==> src/rtl/intc_regwin_pkg.sv <==
package intc_regwin_pkg;
   localparam int ENT_W    = 64;
   localparam int HALF_W   = 32;
   localparam int SEL_W    = 8;
   localparam int ID_W     = 4;
   localparam int B_DLVS   = 12;
   localparam int B_RIRR   = 14;
   localparam int B_TRIG   = 15;
   localparam int B_MASK   = 16;
   localparam int B_ID_LSB = 24;

   localparam logic [SEL_W-1:0] SEL_ID       = 8'h00;
   localparam logic [SEL_W-1:0] SEL_VER      = 8'h01;
   localparam logic [SEL_W-1:0] SEL_ARB      = 8'h02;
   localparam logic [SEL_W-1:0] SEL_ENT_BASE = 8'h10;

   typedef enum logic [2:0] {
      TGT_ID,
      TGT_VER,
      TGT_ARB,
      TGT_ENT,
      TGT_VOID
   } tgt_e;
endpackage

==> src/rtl/intc_regwin_decode.sv <==
module intc_regwin_decode
   import intc_regwin_pkg::*;
#(
   parameter int NUM_PINS = 24,
   parameter int PIN_W    = 5
) (
   input  logic [SEL_W-1:0] sel,
   output tgt_e             tgt,
   output logic [PIN_W-1:0] idx,
   output logic             hi
);
   localparam logic [SEL_W-2:0] NP_LIM = (SEL_W-1)'(NUM_PINS);

   logic [SEL_W-1:0] off;
   logic [SEL_W-2:0] raw;

   assign off = sel - SEL_ENT_BASE;
   assign raw = off[SEL_W-1:1];
   assign idx = raw[PIN_W-1:0];
   assign hi  = sel[0];

   always_comb begin
      case (sel)
         SEL_ID:  tgt = TGT_ID;
         SEL_VER: tgt = TGT_VER;
         SEL_ARB: tgt = TGT_ARB;
         default: begin
            if (sel >= SEL_ENT_BASE && raw < NP_LIM) tgt = TGT_ENT;
            else                                      tgt = TGT_VOID;
         end
      endcase
   end
endmodule

==> src/rtl/intc_regwin_entry.sv <==
module intc_regwin_entry
   import intc_regwin_pkg::*;
(
   input  logic              clk,
   input  logic              rst_n,
   input  logic              wr_lo,
   input  logic              wr_hi,
   input  logic [HALF_W-1:0] wdata,
   input  logic              st_upd,
   input  logic              st_rirr,
   input  logic              st_dlvs,
   output logic [ENT_W-1:0]  ent,
   output logic              mask_flip
);
   logic [ENT_W-1:0] nxt;
   logic             wr_any;

   assign wr_any    = wr_lo | wr_hi;
   assign mask_flip = wr_lo && (wdata[B_MASK] != ent[B_MASK]);

   always_comb begin
      nxt = ent;
      if (wr_lo) nxt[HALF_W-1:0]     = wdata;
      if (wr_hi) nxt[ENT_W-1:HALF_W] = wdata;
      nxt[B_DLVS] = st_upd ? st_dlvs : ent[B_DLVS];
      nxt[B_RIRR] = st_upd ? st_rirr : ent[B_RIRR];
      if (wr_any && !nxt[B_TRIG]) nxt[B_RIRR] = 1'b0;
   end

   always_ff @(posedge clk or negedge rst_n) begin
      if (!rst_n) ent <= ENT_W'(1) << B_MASK;
      else        ent <= nxt;
   end

   // hardware-owned bits survive a bus write
   p_status_kept_r6: assert property (@(posedge clk) disable iff (!rst_n)
      (wr_any && !st_upd) |=> (ent[B_DLVS] == $past(ent[B_DLVS])));

   // an edge-mode entry never keeps remote request after a write
   p_edge_clr_r7: assert property (@(posedge clk) disable iff (!rst_n)
      wr_any |=> (ent[B_TRIG] || !ent[B_RIRR]));

   // a lone status update lands in the entry
   p_status_load_r13: assert property (@(posedge clk) disable iff (!rst_n)
      (st_upd && !wr_any) |=> (ent[B_DLVS] == $past(st_dlvs)));
endmodule

==> src/rtl/intc_regwin_rdmux.sv <==
module intc_regwin_rdmux
   import intc_regwin_pkg::*;
#(
   parameter int           NUM_PINS = 24,
   parameter int           PIN_W    = 5,
   parameter logic [7:0]   VER_CODE = 8'h11
) (
   input  tgt_e                      tgt,
   input  logic [PIN_W-1:0]          idx,
   input  logic                      hi,
   input  logic [ID_W-1:0]           id,
   input  logic [NUM_PINS*ENT_W-1:0] tbl,
   output logic [HALF_W-1:0]         word
);
   localparam logic [7:0] MAX_PIN = 8'(NUM_PINS - 1);

   logic [ENT_W-1:0] pick;

   always_comb begin
      pick = '1;
      for (int i = 0; i < NUM_PINS; i++) begin
         if (idx == PIN_W'(i)) pick = tbl[i*ENT_W +: ENT_W];
      end
   end

   always_comb begin
      case (tgt)
         TGT_ID, TGT_ARB: word = HALF_W'(id) << B_ID_LSB;
         TGT_VER:         word = {8'h00, MAX_PIN, 8'h00, VER_CODE};
         TGT_ENT:         word = hi ? pick[ENT_W-1:HALF_W] : pick[HALF_W-1:0];
         default:         word = '1;
      endcase
   end
endmodule

==> src/rtl/intc_regwin.sv <==
module intc_regwin
   import intc_regwin_pkg::*;
#(
   parameter int         NUM_PINS = 24,
   parameter int         PIN_W    = (NUM_PINS > 1) ? $clog2(NUM_PINS) : 1,
   parameter logic [7:0] VER_CODE = 8'h11,
   parameter logic [7:0] SEL_OFF  = 8'h00,
   parameter logic [7:0] WIN_OFF  = 8'h10,
   parameter bit         RDATA_REG = 1'b0
) (
   input  logic                      clk,
   input  logic                      rst_n,
   input  logic [7:0]                bus_addr,
   input  logic                      bus_we,
   input  logic [HALF_W-1:0]         bus_wdata,
   output logic [HALF_W-1:0]         bus_rdata,
   input  logic                      st_vld,
   input  logic [PIN_W-1:0]          st_pin,
   input  logic                      st_remote_irr,
   input  logic                      st_dlv_status,
   output logic [NUM_PINS*ENT_W-1:0] tbl_flat,
   output logic                      mask_chg_vld,
   output logic [PIN_W-1:0]          mask_chg_pin,
   output logic                      mask_chg_state,
   output logic                      rescan_pulse
);
   generate
      if (NUM_PINS < 2 || NUM_PINS > 120) begin : g_bad_pins
         initial $fatal(1, "NUM_PINS must lie in 2..120");
      end
      if (PIN_W < $clog2(NUM_PINS) || PIN_W > 7) begin : g_bad_pinw
         initial $fatal(1, "PIN_W too narrow or too wide");
      end
      if (SEL_OFF == WIN_OFF) begin : g_bad_off
         initial $fatal(1, "select and window offsets must differ");
      end
   endgenerate

   logic [SEL_W-1:0]    sel_q;
   logic [ID_W-1:0]     id_q;
   tgt_e                tgt;
   logic [PIN_W-1:0]    ent_idx;
   logic                ent_hi;
   logic                hit_sel, hit_win, win_we, ent_we;
   logic [NUM_PINS-1:0] flip_v;
   logic [HALF_W-1:0]   win_word, rd_comb;

   assign hit_sel = (bus_addr == SEL_OFF);
   assign hit_win = (bus_addr == WIN_OFF);
   assign win_we  = bus_we && hit_win;
   assign ent_we  = win_we && (tgt == TGT_ENT);

   intc_regwin_decode #(.NUM_PINS(NUM_PINS), .PIN_W(PIN_W)) u_dec (
      .sel (sel_q),
      .tgt (tgt),
      .idx (ent_idx),
      .hi  (ent_hi)
   );

   always_ff @(posedge clk or negedge rst_n) begin
      if (!rst_n) begin
         sel_q <= '0;
         id_q  <= '0;
      end else begin
         if (bus_we && hit_sel) sel_q <= bus_wdata[SEL_W-1:0];
         if (win_we && tgt == TGT_ID) id_q <= bus_wdata[B_ID_LSB +: ID_W];
      end
   end

   generate
      for (genvar g = 0; g < NUM_PINS; g++) begin : g_ent
         logic hit_pin, st_hit;
         assign hit_pin = ent_we && (ent_idx == PIN_W'(g));
         assign st_hit  = st_vld && (st_pin == PIN_W'(g));
         intc_regwin_entry u_ent (
            .clk       (clk),
            .rst_n     (rst_n),
            .wr_lo     (hit_pin && !ent_hi),
            .wr_hi     (hit_pin && ent_hi),
            .wdata     (bus_wdata),
            .st_upd    (st_hit),
            .st_rirr   (st_remote_irr),
            .st_dlvs   (st_dlv_status),
            .ent       (tbl_flat[g*ENT_W +: ENT_W]),
            .mask_flip (flip_v[g])
         );
      end
   endgenerate

   always_ff @(posedge clk or negedge rst_n) begin
      if (!rst_n) begin
         rescan_pulse   <= 1'b0;
         mask_chg_vld   <= 1'b0;
         mask_chg_pin   <= '0;
         mask_chg_state <= 1'b0;
      end else begin
         rescan_pulse <= ent_we;
         mask_chg_vld <= |flip_v;
         if (|flip_v) begin
            mask_chg_pin   <= ent_idx;
            mask_chg_state <= bus_wdata[B_MASK];
         end
      end
   end

   intc_regwin_rdmux #(.NUM_PINS(NUM_PINS), .PIN_W(PIN_W), .VER_CODE(VER_CODE)) u_rd (
      .tgt  (tgt),
      .idx  (ent_idx),
      .hi   (ent_hi),
      .id   (id_q),
      .tbl  (tbl_flat),
      .word (win_word)
   );

   always_comb begin
      if (hit_sel)      rd_comb = HALF_W'(sel_q);
      else if (hit_win) rd_comb = win_word;
      else              rd_comb = '0;
   end

   generate
      if (RDATA_REG) begin : g_rd_reg
         always_ff @(posedge clk or negedge rst_n) begin
            if (!rst_n) bus_rdata <= '0;
            else        bus_rdata <= rd_comb;
         end
      end else begin : g_rd_comb
         assign bus_rdata = rd_comb;
      end
   endgenerate

   // the select register keeps only the low byte
   p_sel_byte_r1: assert property (@(posedge clk) disable iff (!rst_n)
      (bus_we && hit_sel) |=> (sel_q == $past(bus_wdata[SEL_W-1:0])));

   // a window write to an invalid selection leaves the table alone
   p_oob_drop_r5: assert property (@(posedge clk) disable iff (!rst_n)
      (win_we && tgt == TGT_VOID && !st_vld) |=> $stable(tbl_flat));

   // writes at other offsets touch neither select nor identifier
   p_other_off_r9: assert property (@(posedge clk) disable iff (!rst_n)
      (bus_we && !hit_sel && !hit_win) |=> ($stable(sel_q) && $stable(id_q)));

   // a mask pulse only accompanies an accepted entry write
   p_mask_pulse_r11: assert property (@(posedge clk) disable iff (!rst_n)
      mask_chg_vld |-> rescan_pulse);

   // the rescan pulse lasts a single cycle per write
   p_rescan_one_r12: assert property (@(posedge clk) disable iff (!rst_n)
      (rescan_pulse && !$past(ent_we, 1)) |-> 1'b0);
endmodule

==> config.mk <==
export PLATFORM = sky130hd
export DESIGN_NAME = intc_regwin
export DESIGN_NICKNAME = d
export VERILOG_FILES = /design/src/rtl/intc_regwin_pkg.sv /design/src/rtl/intc_regwin_decode.sv /design/src/rtl/intc_regwin_entry.sv /design/src/rtl/intc_regwin_rdmux.sv /design/src/rtl/intc_regwin.sv
export SDC_FILE = /design/constraint.sdc
export NUM_CORES = 2
export LEC_CHECK = 0
export BUFFER_PORTS_ARGS = -buffer_cell sky130_fd_sc_hd__buf_4
export CAP_MARGIN = 30
export CORE_AREA = 3 3 638 640
export CTS_CLUSTER_DIAMETER = 60
export DETAILED_ROUTE_END_ITERATION = 8
export DIE_AREA = 0 0 641 643
export PLACE_DENSITY = 0.39
export SLEW_MARGIN = 40
export SYNTH_ARGS = -nofsm -noshare
export SYNTH_HDL_FRONTEND = slang
export SYNTH_SLANG_ARGS = --single-unit
==> constraint.sdc <==
create_clock -name clk -period 7.65 [get_ports clk]
set_clock_uncertainty 0.15 [all_clocks]
set_input_delay 0.765 -clock clk [delete_from_list [all_inputs] [get_ports clk]]
set_output_delay 0.765 -clock clk [all_outputs]
set_load 0.005 [all_outputs]
* After elaboration in Yosys (flattened, before gate mapping)
Cells that the tools add are included.
** Operators by class
- Bitwise logic cells :: 24
- Mux-type cells :: 102
- Eq/ne operators :: 76
- Add/subtract/negate cells :: 1
- Magnitude comparators :: 2
- Reduce and logical (&&, ||, !) cells :: 205
** Operators with widths (number)
- 64-bit two-way mux :: 24
- 16-bit two-way mux :: 24
- 1-bit logical AND :: 149
- 32-bit two-way mux :: 3
- 32-bit one-hot mux with 3 select lines :: 1
- 5-bit by 4-bit equality test with 1-bit output (second input constant) :: 16
- 5-bit equality test (second input constant) :: 16
- 1-bit two-way mux :: 48
- 2-bit nonzero test :: 24
- 5-bit by 3-bit equality test with 1-bit output (second input constant) :: 8
- 1-bit zero test :: 25
- 1-bit != test :: 24
- 1-bit bitwise OR :: 24
- 24-bit OR reduction :: 1
- 5-bit by 2-bit equality test with 1-bit output (second input constant) :: 4
- 8-bit zero test :: 2
- 5-bit by 1-bit equality test with 1-bit output (second input constant) :: 2
- 5-bit zero test :: 2
- 3-bit one-hot mux with 3 select lines :: 1
- 8-bit by 1-bit equality test with 1-bit output (second input constant) :: 1
- 8-bit by 2-bit equality test with 1-bit output (second input constant) :: 1
- 8-bit by 5-bit equality test with 1-bit output (second input constant) :: 1
- 8-bit by 5-bit greater-or-equal comparator with 1-bit output (second input constant) :: 1
- 8-bit by 5-bit subtractor with 8-bit output (second input constant) :: 1
- 6 further kinds :: 7
** Storage, ports and cells
- Logic and storage cells :: 536
- Flip-flop bits (word level) :: 1556
- Output and inout bits :: 1576
- Input bits :: 51

* Depth between registers and ports, before layout
- Depth in word-level cells :: 30
- Gate-level depth with buffers :: 16
- Depth with buffers taken out :: 10

* Modules after synthesis
From an unflattened synthesis, not the netlist that was laid out.
** Unflattened totals
- Cell total of the unflattened synthesis :: 5870
- Area, all modules :: 80991.4 um^2
** By module, submodules not included
- intc_regwin_entry :: times used 24, cells an instance 141, sequential area each 1602.8 um^2, area each 2721.4 um^2
- intc_regwin_rdmux :: times used 1, cells an instance 2256, sequential area each 0.0 um^2, area each 13904.6 um^2
- intc_regwin :: times used 1, cells an instance 207, sequential area each 500.5 um^2, area each 1609.0 um^2
- intc_regwin_decode :: times used 1, cells an instance 23, sequential area each 0.0 um^2, area each 165.2 um^2

* Worst setup path after synthesis
No wires, ideal clock.
- Path type :: register -> output
- From :: register sel_q[4]
- To :: output port bus_rdata[12]
- Arrival time :: 2.901 ns
- Stages on the path, launching flop included :: 16
- Slack :: 3.834 ns
- Path buffers :: 5
- Cells stage by stage :: dfrtp_1 -> buf_4 -> clkinv_1 -> ha_1 -> buf_2 -> and3b_1 -> buf_2 -> nand2_1 -> buf_4 -> buf_6 -> o22ai_1 -> nor3_1 -> o221ai_1 -> o31ai_1 -> a221oi_1 -> a311oi_1
** Between the ends
- Cells in the longest elaborated chain, start to end :: 30
- Elaborated cells on any way between the ends :: 66
- Classes of those cells :: add/sub: 1; order compare: 2; eq/ne: 28; mux: 30; reduce/logical: 5
** RTL lines
- start, declared :: line intc_regwin.sv:39 : logic [SEL_W-1:0] sel_q;
- start signal, assigned :: line intc_regwin.sv:65 : if (bus_we && hit_sel) sel_q <= bus_wdata[SEL_W-1:0];
- 8-bit by 5-bit subtractor with 8-bit output * :: line intc_regwin_decode.sv:17 : assign off = sel - SEL_ENT_BASE;
- named net ent_idx[3] :: line intc_regwin.sv:42 : logic [PIN_W-1:0] ent_idx;
- 5-bit zero test :: line intc_regwin_rdmux.sv:22 : if (idx == PIN_W'(i)) pick = tbl[i*ENT_W +: ENT_W];
- 64-bit two-way mux (24 in a row) :: line intc_regwin_rdmux.sv:22
- 32-bit two-way mux :: line intc_regwin_rdmux.sv:30 : TGT_ENT: word = hi ? pick[ENT_W-1:HALF_W] : pick[HALF_W-1:0];
- 32-bit one-hot mux with 3 select lines * :: line intc_regwin_rdmux.sv:27 : case (tgt)
- 32-bit two-way mux * :: line intc_regwin.sv:117 : else if (hit_win) rd_comb = win_word;
- 32-bit two-way mux * :: line intc_regwin.sv:116 : if (hit_sel) rd_comb = HALF_W'(sel_q);
- end, declared :: line intc_regwin.sv:16 : output logic [HALF_W-1:0] bus_rdata,
The timed path passes the listed nets; every way through them passes the cells marked *.

* Worst setup path after layout
- From :: register sel_q[4]
- To :: output port bus_rdata[22]
The elaborated chain is that of the path after synthesis.

==> metrics.csv <==
stage,metric,value,unit
global_routing,vias in the first global route,63390,
critical_path,WS Path Type,reg2out,
critical_path,Worst Setup Start Kind,register,
sta,Slew HR,0.2929,
yosys,cell taking the most area after synthesis,dfrtp_1,
yosys,post-synthesis xor/xnor area fraction,0.0001194,
yosys,synth unique cells,96,
yosys,"Primary FF master, synth",dfrtp_1,
outcome,status,"complete, but fails checks",
cells_and_area,share of cells above drive strength 1,0.5260,
critical_path,RR Startpoint,sel_q[4]$_DFFE_PN0P_,
cts,# H-tree levels,4,
sta,Setup WS post-layout,-0.01018,ns
yosys,simple-gate portion of the synthesized area,0.04772,
cts,insertion delay to the later sink of the worst-skew pair,0.99,ns
global_routing,first-pass GRT wire length,795.3,mm
critical_path,Critical Path AT,6.75,ns
route,Iteration-0 DRC Markers,7174,
outcome,failing checks,setup timing,
pwr,total power,0.02168,W
die,core area,0.4020,sq mm
placement,port buffer count,1626,
global_routing,total gr overflow,0,
route,Via Count,65130,
yosys,multiplexer share of the synthesized area,0.2760,
yosys,largest family of logic cells by synthesized area,multiplexers,
yosys,synthesized area per cell,13.04,sq um
yosys,sequential area share after synthesis,0.5314,
global_routing,largest net degree at the start of global routing,146,
sta,fmax,0.1305,GHz
die,Die W,641,microns
pwr,Clock Power Share,0.533,
critical_path,Critical path origin,sel_q[4]$_DFFE_PN0P_,
yosys,top post-synthesis cells by area,"dfrtp_1, mux2_2, mux2_4, mux2_1, o22ai_1",
die,Die ar.,0.4122,sq mm
global_routing,initial antenna violation count,66,
cells_and_area,fin nets,7307,
pwr,internal power,0.01543,W
yosys,Synth Area in Compound Gates,0.1041,
global_routing,gr usage total,0.2994,
sta,worst slew pin tran,1.061,ns
yosys,asr flop ratio synth,1.000,
route,ANT nets after route,0,
pwr,Comb power frac,0.081,
worst_hold_path,Worst Hold Launch,st_remote_irr,
yosys,synth warn,0,
yosys,Post-Synthesis Cell Area,0.07333,sq mm
pwr,Sw Pwr,0.006253,W
route,Avg WL per Cell,50.14,microns
sta,Final setup viols,1,
yosys,Yosys top cell area share,0.5228,
placement,Detailed Place HPWL,497.8,mm
placement,Placed Area,0.09299,sq mm
yosys,synthesized net count,5675,
die,die height,643,microns
sta,Final Hold Violating Endpoints,0,
die,Starting Density,0.1824,
route,DRC Markers,0,
die,# rows,233,
pwr,Pwr Density,214.0,mW/mm^2
job,Max-cap violations,0,
pwr,sequential power share,0.386,
pwr,Leak,50.56,nW
cts,Num CTS Buffers,237,
route,drt first pass iters,6,
die,# IOs,1627,
yosys,most frequent cell after synthesis,dfrtp_1,
pwr,Worst VDD drop,202.4,uV
yosys,"top cells by count, synth","dfrtp_1, mux2_2, mux2_4, o22ai_1, mux2_1",
pwr,switching portion of total power,0.2884,
critical_path,Crit Path Max Fanout,17,
yosys,Post-Syn Instances,5622,
sta,RSZ-0062 raised after global routing,no,
critical_path,Worst EP required,6.73,ns
route,final WL,640.2,mm
sta,Final period util,1.001,
cts,CTS tree,yes,
cts,Post-CTS Setup Bufs,0,
yosys,Synth Register Bits,1556,
placement,routability cong.,0.9182,
yosys,adder-cell share of the synthesized area,0.0003412,
yosys,number of synthesized flops with an enable pin,0,
sta,post-route minimum period,7.660,ns
cts,Clock Sinks,1556,
cells_and_area,area grow syn2layout,38.18,%
cells_and_area,fin area,0.1013,sq mm
cts,"Reg clk slew, reported paths",0.06,ns
critical_path,element type at the critical path end,output pin,
cts,Clock Path Buffers,4,
route,detailed-route vias per instance,5.101,
sta,pins over their slew limit,0,
worst_hold_path,HP Class,in2reg,
cts,Root Buffer,clkbuf_16,
## power by group through the flow
stage	logic [W]	clock network, W	registers [W]
after global routing	0.00177	0.0120	0.00838
final	0.00175	0.0116	0.00838
after CTS	0.00175	0.0117	0.00838
after floorplan	0.000455	0	0.00848
after detailed placement	0.00175	0	0.00852
after global placement	0.00171	0	0.00852
## per-layer routing
layer / wire (microns) / track usage
met1: 242600 / 0.3538
met2: 286700 / 0.4692
met3: 71210 / 0.1190
met4: 39700 / 0.1489
met5: 62 / 0
## flip-flops by register name (all words and copies together), names as in the netlist
signal and flops:
rescan_pulse 1, sel_q 8, id_q 4, mask_chg_vld 1, mask_chg_state 1, g_ent.u_ent.ent 1536
mask_chg_pin 5
## area by class of cell
class,instances,area (sq um)
Antenna cell,25,62.56
Clock buffer,311,6619
Clock inverter,130,1541
Fill cell,42270,300700
Inverter,11,48.80
Multi-Input combinational cell,3509,32400
Sequential cell,1556,38980
Tap cell,5287,6615
Timing Repair Buffer,1939,15060
## cells in the final DEF, fill, tap and decap left out, types with 42 or more instances in the layout
| master | Yosys | layout |
|---|---|---|
| mux2i_1 | 68 | 67 |
| a21oi_1 | 219 | 212 |
| o22ai_1 | 247 | 246 |
| buf_4 | 78 | 1888 |
| nor2_1 | 208 | 178 |
| o21ai_0 | 196 | 179 |
| nor3_1 | 61 | 55 |
| dfrtp_1 | 1532 | 1527 |
| clkbuf_8 | 0 | 42 |
| a221oi_1 | 61 | 55 |
| nand3_1 | 58 | 56 |
| nand2_1 | 190 | 167 |
| nor2_4 | 2 | 47 |
| mux2_4 | 360 | 360 |
| clkbuf_16 | 0 | 237 |
| mux2_2 | 959 | 959 |
| a22oi_1 | 100 | 99 |
| mux2_1 | 244 | 244 |
## path summary, 6_finish.rpt
check	endpoint	slack (ns)	depth (start not counted)
worst max-delay path	bus_rdata[22]	-0.01	13
worst min-delay path	g_ent[23].u_ent.ent[14]$_DFFE_PN0P_	0.09	3
worst max register to register	mask_chg_pin[3]$_DFFE_PN0P_	2.35	11
worst min register to register	mask_chg_pin[0]$_DFFE_PN0P_	0.34	1
max in group asynchronous	g_ent[22].u_ent.ent[39]$_DFFE_PN0P_	5.08	5
min in group asynchronous	g_ent[20].u_ent.ent[51]$_DFFE_PN0P_	0.28	2
## repair_timing
action                     in CTS  in global routing
hold buffers                    2                  0
gates resized for setup         1                  0
setup endpoints to repair       1                  0
hold endpoints to repair       91                  0
## stage by stage
step	instances	utilization	setup TNS (ns)	hold slack, ns	setup WS, ns
2_1_floorplan	5622	-	0	0.3194	3.834
3_3_place_gp	12270	0.2292	0	0.3294	0.5653
3_5_place_dp	12300	0.2313	0	0.3312	0.9992
4_1_cts	12740	0.2517	0	0.004159	0.05113
5_1_grt	12750	0.2519	0	0.05790	0.1144
6_report	12770	0.2521	-0.01018	0.09346	-0.01018
## logic make-up (layout without fill, tap and decap cells)
logic type      after synthesis  in the layout
compound gates             1148           1148
xor+xnor                      1              1
fa+ha+maj                     2              2
buf+inv                     557           2391
flops                      1556           1556
mux                        1658           1658
other cells                   0             25
simple gates                700            700
## critical path: stages, from the launching register on
cell	delay (ns)
dfrtp_2	0.37
clkinv_1	0.11
ha_2	0.66
and3b_1	0.79
buf_4	0.28
nand2_2	0.39
o21ai_0	0.43
nor3_1	0.14
a2111oi_2	0.78
nor4_1	0.23
buf_4	0.23
o221ai_2	0.54
a31oi_1	0.46
buf_4	0.27
(Power assumes the default switching activity.)
